==> src/rtl/dacIfPkg.sv <==
package dacIfPkg;
  localparam int FRAME_W = 24;
  localparam int PAY_W   = 16;
  localparam int CTRL_W  = 14;
  localparam int STAT_W  = 3;

  localparam logic [7:0] CMD_NOP  = 8'h00;
  localparam logic [7:0] CMD_DATA = 8'h01;
  localparam logic [7:0] CMD_READ = 8'h02;
  localparam logic [7:0] CMD_CTRL = 8'h55;
  localparam logic [7:0] CMD_RST  = 8'h56;

  // control word field positions
  localparam int F_RANGE = 0;
  localparam int F_CHAIN = 3;
  localparam int F_SLEWEN = 4;
  localparam int F_STEP  = 5;
  localparam int F_SCLK  = 8;
  localparam int F_OUTEN = 12;
  localparam int F_EXTR  = 13;

  typedef struct packed {
    logic sclkRise;
    logic sclkFall;
    logic wrData;
    logic wrCtrl;
    logic clrAll;
    logic loadRead;
    logic readActive;
  } strobe_t;
endpackage

==> src/rtl/dacSerCtrl.sv <==
module dacSerCtrl
  import dacIfPkg::*;
#(
  parameter int FRAME_W = dacIfPkg::FRAME_W,
  parameter int PAY_W   = dacIfPkg::PAY_W
) (
  input  logic                     clk,
  input  logic                     rstN,
  input  logic                     sclk,
  input  logic                     latch,
  input  logic [FRAME_W-PAY_W-1:0] cmd,
  input  logic                     rstBit,
  input  logic                     chainEn,
  output strobe_t                  stb
);
  localparam int CMD_W = FRAME_W - PAY_W;
  localparam int CNT_W = $clog2(FRAME_W + 2);
  localparam logic [CNT_W-1:0] CNT_FULL = CNT_W'(FRAME_W);
  localparam logic [CNT_W-1:0] CNT_SAT  = CNT_W'(FRAME_W + 1);

  logic sclkQ, latchQ;
  logic sclkRise, sclkFall, latchRise;
  logic [CNT_W-1:0] bitCnt;
  logic frameOk, commit, readActive;
  logic wrData, wrCtrl, clrAll, loadRead;

  always_ff @(posedge clk or negedge rstN) begin
    if (!rstN) begin
      sclkQ  <= 1'b0;
      latchQ <= 1'b0;
    end else begin
      sclkQ  <= sclk;
      latchQ <= latch;
    end
  end

  assign sclkRise  = sclk & ~sclkQ;
  assign sclkFall  = ~sclk & sclkQ;
  assign latchRise = latch & ~latchQ;

  // saturating count of serial edges since the last latch edge
  always_ff @(posedge clk or negedge rstN) begin
    if (!rstN)
      bitCnt <= '0;
    else if (latchRise)
      bitCnt <= '0;
    else if (sclkRise && bitCnt != CNT_SAT)
      bitCnt <= bitCnt + 1'b1;
  end

  assign frameOk  = chainEn ? (bitCnt >= CNT_FULL) : (bitCnt == CNT_FULL);
  assign commit   = latchRise & frameOk;
  assign wrData   = commit & (cmd == CMD_W'(CMD_DATA));
  assign wrCtrl   = commit & (cmd == CMD_W'(CMD_CTRL));
  assign loadRead = commit & (cmd == CMD_W'(CMD_READ));
  assign clrAll   = commit & (cmd == CMD_W'(CMD_RST)) & rstBit;

  always_ff @(posedge clk or negedge rstN) begin
    if (!rstN)
      readActive <= 1'b0;
    else if (clrAll)
      readActive <= 1'b0;
    else if (loadRead)
      readActive <= 1'b1;
    else if (latchRise)
      readActive <= 1'b0;
  end

  always_comb begin
    stb.sclkRise   = sclkRise;
    stb.sclkFall   = sclkFall;
    stb.wrData     = wrData;
    stb.wrCtrl     = wrCtrl;
    stb.clrAll     = clrAll;
    stb.loadRead   = loadRead;
    stb.readActive = readActive;
  end

  a_r5_cnt_saturates: assert property (@(posedge clk) disable iff (!rstN)
    bitCnt <= CNT_SAT);
  a_r2_cnt_clears: assert property (@(posedge clk) disable iff (!rstN)
    latchRise |=> bitCnt == '0);
  a_r6_single_action: assert property (@(posedge clk) disable iff (!rstN)
    $onehot0({wrData, wrCtrl, clrAll, loadRead}));
  a_r10_rise_on_latch: assert property (@(posedge clk) disable iff (!rstN)
    $rose(readActive) |-> $past(latchRise));
  a_r10_fall_on_latch: assert property (@(posedge clk) disable iff (!rstN)
    $fell(readActive) |-> $past(latchRise));
endmodule

==> src/rtl/dacSerData.sv <==
module dacSerData
  import dacIfPkg::*;
#(
  parameter int FRAME_W = dacIfPkg::FRAME_W,
  parameter int PAY_W   = dacIfPkg::PAY_W,
  parameter int CTRL_W  = dacIfPkg::CTRL_W,
  parameter int STAT_W  = dacIfPkg::STAT_W
) (
  input  logic                     clk,
  input  logic                     rstN,
  input  logic                     sdin,
  input  strobe_t                  stb,
  input  logic [STAT_W-1:0]        statusIn,
  output logic [FRAME_W-PAY_W-1:0] cmd,
  output logic                     rstBit,
  output logic [PAY_W-1:0]         dacCode,
  output logic [CTRL_W-1:0]        ctrlWord,
  output logic                     sdo
);
  localparam int CMD_W = FRAME_W - PAY_W;

  logic [FRAME_W-1:0] shiftReg;
  logic [FRAME_W-1:0] outShift;
  logic [PAY_W-1:0]   payload, dataReg, readVal;
  logic [CTRL_W-1:0]  ctrlReg;
  logic               chainBit;

  always_ff @(posedge clk or negedge rstN) begin
    if (!rstN)
      shiftReg <= '0;
    else if (stb.sclkRise)
      shiftReg <= {shiftReg[FRAME_W-2:0], sdin};
  end

  assign payload = shiftReg[PAY_W-1:0];
  assign cmd     = shiftReg[FRAME_W-1:PAY_W];
  assign rstBit  = shiftReg[0];

  always_ff @(posedge clk or negedge rstN) begin
    if (!rstN) begin
      dataReg <= '0;
      ctrlReg <= '0;
    end else if (stb.clrAll) begin
      dataReg <= '0;
      ctrlReg <= '0;
    end else begin
      if (stb.wrData) dataReg <= payload;
      if (stb.wrCtrl) ctrlReg <= payload[CTRL_W-1:0];
    end
  end

  always_comb begin
    case (payload[1:0])
      2'b00:   readVal = PAY_W'(statusIn);
      2'b01:   readVal = dataReg;
      2'b10:   readVal = PAY_W'(ctrlReg);
      default: readVal = '0;
    endcase
  end

  // readback shifter: filler byte then value, advanced on falling serial edges
  always_ff @(posedge clk or negedge rstN) begin
    if (!rstN)
      outShift <= '0;
    else if (stb.clrAll)
      outShift <= '0;
    else if (stb.loadRead)
      outShift <= {{CMD_W{1'b0}}, readVal};
    else if (stb.sclkFall && stb.readActive)
      outShift <= {outShift[FRAME_W-2:0], 1'b0};
  end

  // chained pass-through bit, retimed to the falling serial edge
  always_ff @(posedge clk or negedge rstN) begin
    if (!rstN)
      chainBit <= 1'b0;
    else if (stb.clrAll)
      chainBit <= 1'b0;
    else if (stb.sclkFall)
      chainBit <= shiftReg[FRAME_W-1];
  end

  assign sdo      = stb.readActive ? outShift[FRAME_W-1] : chainBit;
  assign dacCode  = dataReg;
  assign ctrlWord = ctrlReg;

  a_r1_data_load: assert property (@(posedge clk) disable iff (!rstN)
    stb.wrData |=> dataReg == $past(shiftReg[PAY_W-1:0]));
  a_r6_data_hold: assert property (@(posedge clk) disable iff (!rstN)
    (!stb.wrData && !stb.clrAll) |=> $stable(dataReg));
  a_r7_clear_all: assert property (@(posedge clk) disable iff (!rstN)
    stb.clrAll |=> (dataReg == '0 && ctrlReg == '0));
  a_r9_shift_on_fall: assert property (@(posedge clk) disable iff (!rstN)
    (!stb.sclkFall && !stb.loadRead && !stb.clrAll) |=> $stable(outShift));
endmodule

==> src/rtl/dacSerialFront.sv <==
module dacSerialFront
  import dacIfPkg::*;
(
  input  logic        clk,
  input  logic        rstN,
  input  logic        sclk,
  input  logic        latch,
  input  logic        sdin,
  input  logic        ioutFault,
  input  logic        slewActive,
  input  logic        overTemp,
  output logic [15:0] dacCode,
  output logic [2:0]  rangeCode,
  output logic [1:0]  rangeSel,
  output logic        chainEn,
  output logic        slewEn,
  output logic [2:0]  slewStep,
  output logic [3:0]  slewClk,
  output logic        outEn,
  output logic        extRes,
  output logic        sdo,
  output logic        sdoEn
);
  localparam int CMD_W = FRAME_W - PAY_W;

  strobe_t           stb;
  logic [CMD_W-1:0]  cmd;
  logic              rstBit;
  logic [CTRL_W-1:0] ctrlWord;

  dacSerCtrl #(.FRAME_W(FRAME_W), .PAY_W(PAY_W)) u_ctrl (
    .clk(clk), .rstN(rstN), .sclk(sclk), .latch(latch),
    .cmd(cmd), .rstBit(rstBit), .chainEn(chainEn), .stb(stb)
  );

  dacSerData #(.FRAME_W(FRAME_W), .PAY_W(PAY_W), .CTRL_W(CTRL_W), .STAT_W(STAT_W)) u_data (
    .clk(clk), .rstN(rstN), .sdin(sdin), .stb(stb),
    .statusIn({ioutFault, slewActive, overTemp}),
    .cmd(cmd), .rstBit(rstBit), .dacCode(dacCode), .ctrlWord(ctrlWord), .sdo(sdo)
  );

  assign rangeCode = ctrlWord[F_RANGE +: 3];
  assign chainEn   = ctrlWord[F_CHAIN];
  assign slewEn    = ctrlWord[F_SLEWEN];
  assign slewStep  = ctrlWord[F_STEP +: 3];
  assign slewClk   = ctrlWord[F_SCLK +: 4];
  assign outEn     = ctrlWord[F_OUTEN];
  assign extRes    = ctrlWord[F_EXTR];
  assign sdoEn     = stb.readActive | chainEn;

  always_comb begin
    case (rangeCode)
      3'b101:  rangeSel = 2'd1;
      3'b110:  rangeSel = 2'd2;
      3'b111:  rangeSel = 2'd3;
      default: rangeSel = 2'd0;
    endcase
  end
endmodule

==> config.mk <==
export PLATFORM = sky130hd
export DESIGN_NAME = dacSerialFront
export DESIGN_NICKNAME = d
export VERILOG_FILES = /design/src/rtl/dacIfPkg.sv /design/src/rtl/dacSerCtrl.sv /design/src/rtl/dacSerData.sv /design/src/rtl/dacSerialFront.sv
export SDC_FILE = /design/constraint.sdc
export NUM_CORES = 1
export LEC_CHECK = 0
export BUFFER_PORTS_ARGS = -buffer_cell sky130_fd_sc_hd__buf_2
export CAP_MARGIN = 25
export CORE_MARGIN = 2
export CORE_UTILIZATION = 50
export DETAILED_ROUTE_END_ITERATION = 7
export GPL_ROUTABILITY_DRIVEN = 1
export MAX_ROUTING_LAYER = met4
export PLACE_DENSITY = 0.8
export SYNTH_ARGS = -nofsm -noshare
export SYNTH_HDL_FRONTEND = slang
export SYNTH_SLANG_ARGS = --single-unit
==> constraint.sdc <==
create_clock -name clk -period 2.22 [get_ports clk]
set_input_delay 0.222 -clock clk [delete_from_list [all_inputs] [get_ports clk]]
set_output_delay 0.222 -clock clk [all_outputs]
set_load 0.02 [all_outputs]
==> results.yml, run 1 <==
timing:
  finalHoldViolations: 0
  slew_violations: 0
  period_share_pct: 93.7
  setup-violations-final: 0
  worstMarginPinSlew_ns: 0.682
  holdWs_ns: 0.0878
  clock_skew_ns: 0.00897
  period_minus_slack_ns: 2.08
  layout_setup_ws_ns: 0.140
  max-slew-margin-rel_pct: 54.5
  grt_setup_unrepaired: "false"
  max_freq_mhz: 481
detailed_routing:
  wire_per_inst_microns: 17.9
  drt-vias-per-instance: 6.14
  drc: 0
  first_pass_iters: 5
  via_count: 3097
  wirelength_microns: 9030
  drt_iter0_drc: 277
  antenna_left: 0
worst_setup_path:
  endpoint_kind: "register"
  rrSetupSlack_ns: 0.14
  crit_fanout: 13
  arrival_ns: 2.33
  rr_worst_depth: 4
  crit-reg2reg-launch: "u_data.shiftReg[19]"
  worstReg2RegEnd: "u_data.ctrlWord[11]"
  crit_type: "reg2reg"
  cp-start-kind: "register"
  cp.required_ns: 2.47
final_layout:
  final_util_pct: 60.0
  final_cell_mix: "87 x dfrtp_1, 40 x buf_2, 24 x mux2_2, 24 x a22o_1, 20 x nand4_1"
  nFillCells: 654
  multi_input_area_sq_um: 1720
  drive_gt1_share_pct: 27.9
  final_cells: 504
  nets: 408
  register_area_sq_um: 2180
  areaGrowthSynthToFinish_pct: 15.8
  diodes: 0
  layout_commonest_cell: "dfrtp_1"
logic_synthesis:
  syn_area_sq_um: 4020
  netlist_instances: 352
  synthFlopType: "dfrtp_1"
  ys_types: 46
  synth_area_leaders: "dfrtp_1 54%, mux2_2 6.7%, a22o_1 5.2%"
  synth_top_cell_by_area: "dfrtp_1"
  synthAdderAreaFrac_pct: 0.933
  synth_top_family_by_area: "compound AO/OA/AOI/OAI gates"
  yosysSeqAreaShare_pct: 54.1
  synthSimpleGateAreaFrac_pct: 13.0
  yosysWarnings: 0
  synth-xor-area-share_pct: 0.871
  async_reset_ff_share_pct: 100
  synth_edf_count: 0
  synth_top_area_share_pct: 54.1
  mappedNetlistNets: 363
  muxShareOfSynthArea_pct: 9.70
  ys_ff_latch: 87
  synth.avg_cell_area_sq_um: 11.4
  synth_compound_area_share_pct: 17.7
global_routing:
  grt_use_total_pct: 22.9
  use_met2_pct: 34.8
  grt_pass1_wl_microns: 15100
  grt_max_degree: 56
  grt_pass1_vias: 3025
  grt_overflow: 0
  antenna_found_initial: 0
  globalRouteMet1Util_pct: 31.1
  met3_usage_pct: 4.41
  globalRoute.busiestLayer: "met2"
clock_tree:
  cts_root_buffer: "clkbuf_8"
  tritoncts: "done"
  clk_pin_slew_ns: 0.09
  ctsLongestPathBuffers: 2
  clk_latency_ns: 0.37
  htreeDepth: 3
  cts_made_buffers: 9
  clock_sinks: 87
  postCtsSetupBuffers: 0
floorplanning:
  core_sq_um: 7770
  die_width_microns: 93.7
  io_pins: 42
  die_area_sq_um: 8780
  rows: 32
  dieHeight_microns: 93.7
  initial_core_util_pct: 51.8
power_and_ir_drop:
  power.share.clock_pct: 35.4
  finalPower_uw: 3560
  p_int_uw: 2590
  p_sw_share_pct: 27.2
  power_density_nw_per_um2: 764
  irDropWorstVdd_v: 0.000562
  p_seq_share_pct: 53.6
  p_leak_uw: 0.00225
  switchingPower_uw: 968
  combinationalPowerShare_pct: 11.0
run_status:
  status: "completed"
job:
  cap_violations: 0
min_path:
  hold_path_end: "u_data.shiftReg[0]"
  min_from: "sdin"
  holdPathStages: 2
  hold_path_class: "in2reg"
placement:
  place_inst: 485
  routabilityCongestion: 0.825
  dpl.hpwl_microns: 6240
  place_ws_ns: -0.0182
  io_buffers: 41
## synth_stat cells, types with 2 or more instances
master      n
nor3_1      3
buf_1       2
o22ai_1    16
o2bb2ai_1   2
and4_1      2
clkbuf_1   16
nand3_1    15
and2_1      4
nand2_1     6
a22o_1     24
nor2_1     16
nand3b_1    2
nand4_1    20
inv_1       4
mux2_2     24
ha_1        3
nand2b_1    4
a2bb2oi_1  15
mux2i_1    12
or2_2       2
nor2b_1     6
dfrtp_1    87
o21ai_0    17
xor2_1      3
buf_2       8
a21oi_1    19
## kinds of logic (layout without fill, tap and decap cells)
group                    after synthesis  after routing
flip-flops                            87             87
XOR/XNOR                               4              4
AND/OR/NAND/NOR                       88             88
multiplexers                          36             36
buffers and inverters                 33             83
adder cells (fa/ha/maj)                3              3
AO/OA/AOI/OAI                        101            101
## flip-flops by register name, indices dropped and copies added, names as in the netlist
name / count
u_data.outShift: 24
u_data.shiftReg: 24
u_data.dacCode: 16
u_data.ctrlWord: 14
u_ctrl.bitCnt: 5
u_ctrl.latchQ: 1
u_ctrl.readActive: 1
u_ctrl.sclkQ: 1
u_data.chainBit: 1
## per-layer routing
metal | vias up | wire [microns]
met5 | - | 0
met4 | 0 | 171
met3 | 18 | 552
met2 | 117 | 4300
met1 | 1547 | 4010
li1 | 1415 | -
## worst max-delay path, cell delays in order (launching register included)
cell	delay, ns
dfrtp_1	0.43
nor4b_2	0.43
o2111ai_2	0.31
a211o_1	0.49
a22o_1	0.30
## timing repair
action	in CTS	in global routing
hold buffers	3	0
hold endpoints to repair	34	0
setup endpoints to repair	13	0
resized for setup	2	0
## power by group through the flow
stage          Sequential [uW]  Combinational (uW)  Clock, uW
2_1_floorplan             1870                 281          0
3_3_place_gp              1920                 377          0
3_5_place_dp              1930                 389          0
4_1_cts                   1900                 396       1260
5_1_grt                   1930                 432       1330
6_report                  1910                 393       1260
## how the worst max path moves through the flow
stage	startpoint	to	slack (ns)	cells past startpoint
after detailed placement	u_ctrl.bitCnt[0]	u_data.ctrlWord[9]	-0.02	6
after CTS	u_data.shiftReg[19]	u_data.ctrlWord[4]	0.14	4
after floorplan	u_data.shiftReg[19]	u_data.dacCode[10]	0.36	6
final	u_data.shiftReg[19]	u_data.ctrlWord[11]	0.14	4
after global placement	u_ctrl.bitCnt[0]	u_data.ctrlWord[9]	0.13	6
after global routing	u_data.shiftReg[18]	u_data.dacCode[6]	0.02	5
## area by class of cell
type / count / share of cell area [%]
clock inverter: 6 / 1.99
timing repair buffer: 63 / 8.43
clock buffer: 10 / 2.95
inverter: 4 / 0.322
multi-input combinational: 232 / 36.9
tap: 102 / 2.74
sequential: 87 / 46.7
## through the flow
step,instance area (sq um),setup TNS [ns]
2_1_floorplan,4020,0
3_3_place_gp,4390,0
3_5_place_dp,4390,-0.0274
4_1_cts,4660,0
5_1_grt,4660,0
6_report,4660,0
Note: power is estimated with default switching activity, not from simulation.
==> run 2, diff against run 1 <==
--- a/config.mk
+++ b/config.mk
@@ -13,6 +13,7 @@
 export GPL_ROUTABILITY_DRIVEN = 1
 export MAX_ROUTING_LAYER = met4
 export PLACE_DENSITY = 0.8
+export SETUP_SLACK_MARGIN = 0.3
 export SYNTH_ARGS = -nofsm -noshare
 export SYNTH_HDL_FRONTEND = slang
 export SYNTH_SLANG_ARGS = --single-unit
==> results.yml, run 2 (synthesis results as in run 1) <==
final_layout:
  nets: 416
  final_cell_mix: "85 x dfrtp_1, 40 x buf_2, 24 x mux2_2, 24 x a22o_1, 22 x buf_4"
  drive_gt1_share_pct: 31.2
  layout_commonest_cell: "dfrtp_1"
  nFillCells: 630
  register_area_sq_um: 2180
  multi_input_area_sq_um: 1790
  diodes: 0
  areaGrowthSynthToFinish_pct: 19.5
detailed_routing:
  drt_iter0_drc: 249
  wire_per_inst_microns: 19.2
  antenna_left: 0
  drt-vias-per-instance: 6.22
  wirelength_microns: 9830
  via_count: 3184
  first_pass_iters: 5
  drc: 0
floorplanning:
  die_width_microns: 93.7
  initial_core_util_pct: 51.8
  die_area_sq_um: 8780
  core_sq_um: 7770
  rows: 32
  io_pins: 42
  dieHeight_microns: 93.7
power_and_ir_drop:
  p_leak_uw: 0.00229
  power_density_nw_per_um2: 750
  irDropWorstVdd_v: 0.000636
global_routing:
  grt_pass1_wl_microns: 15400
  antenna_found_initial: 0
  grt_pass1_vias: 3070
  grt_max_degree: 56
  grt_overflow: 0
  grt_use_total_pct: 23.4
min_path:
  holdPathStages: 2
  hold_path_class: "in2reg"
clock_tree:
  tritoncts: "done"
  clock_sinks: 87
  htreeDepth: 3
  cts_made_buffers: 9
  clk_pin_slew_ns: 0.09
  ctsLongestPathBuffers: 2
  clk_latency_ns: 0.37
  cts_root_buffer: "clkbuf_8"
worst_setup_path:
  crit_type: "reg2reg"
  arrival_ns: 2.20
  crit_chain: "inv_1 > ha_1 > and3b_2 > o2111ai_4 > or4_1 > o221a_2"
  endpoint_kind: "register"
  crit_family: "simple AND/OR/NAND/NOR gates"
  path_buf_inv: 1
  rr_worst_depth: 6
  cp.depth: 6
  crit_fanout: 7
  cp-start-kind: "register"
  slowest_stage: "or4_1"
  cp.required_ns: 2.48
  slowest_delay_ns: 0.53
timing:
  finalHoldViolations: 0
  setup-violations-final: 0
  max_freq_mhz: 515
  period_minus_slack_ns: 1.94
  holdWs_ns: 0.0867
  period_share_pct: 87.5
  slew_violations: 0
  max-slew-margin-rel_pct: 69.5
  clock_skew_ns: 0.00952
  grt_setup_unrepaired: "true"
  worstMarginPinSlew_ns: 0.456
  layout_setup_ws_ns: 0.277
job:
  cap_violations: 0
placement:
  routabilityCongestion: 0.825
  io_buffers: 41
  dpl.hpwl_microns: 6240
  place_ws_ns: -0.0182
run_status:
  status: "completed"
==> run 2: cell types whose count changed in the layout (fill, tap and decap cells not counted), moves of 2 or more <==
cell	before	now
a211o_4	0	2
dfrtp_2	0	2
buf_6	0	3
buf_4	19	22
dfrtp_1	87	85
==> run 2: metrics by stage <==
step	power [uW]	std cells	instance area, sq um	utilization (%)	setup TNS [ns]
CTS	3570	506	4710	60.6	0
global placement	2300	485	4390	56.5	0
detailed placement	2320	485	4390	56.5	-0.0274
floorplan	2150	352	4020	-	0
global route	3730	512	4810	61.9	0
finish	3600	512	4810	61.9	0
==> run 2: path summary, 6_finish.rpt <==
kind	from	to	slack, ns
max	u_ctrl.bitCnt[1]	u_data.ctrlWord[0]	0.28
min	sdin	u_data.shiftReg[0]	0.09
max reg2reg	u_ctrl.bitCnt[1]	u_data.ctrlWord[0]	0.28
min reg2reg	u_data.outShift[21]	u_data.outShift[22]	0.53
max in group asynchronous	rstN	u_data.outShift[9]	1.25
min in group asynchronous	rstN	u_data.ctrlWord[1]	0.34
==> run 2: what timing repair did <==
item                                    4_1_cts  5_1_grt
resized for setup                             8       12
gates cloned                                  1        1
endpoints found under the setup margin       32       52
buffers inserted                              1        5
pin swaps                                     2        2
endpoints found under the hold margin        34        0
hold buffers                                  3        0
==> run 2: cell type report <==
| type | instances | area share [%] |
|---|---|---|
| clock buffer | 10 | 2.86 |
| clock inverter | 6 | 1.93 |
| inverter | 4 | 0.312 |
| multi-input combinational | 233 | 37.1 |
| sequential | 87 | 45.3 |
| tap | 102 | 2.65 |
| timing repair buffer | 70 | 9.76 |
==> run 2: where the power goes <==
group	switching [uW]	internal, uW	total (uW)
registers	178	1730	1910
logic	223	204	427
clock network	596	670	1270
==> run 2: metal layers <==
metal	track usage, %	vias up	routed length [microns]	share of wire [%]
li1	-	1435	-	-
met1	31.7	1618	4280	44
met2	36.0	120	4910	50
met3	4.33	11	534	5.4
met4	7.73	0	111	1.1
met5	-	-	0	0
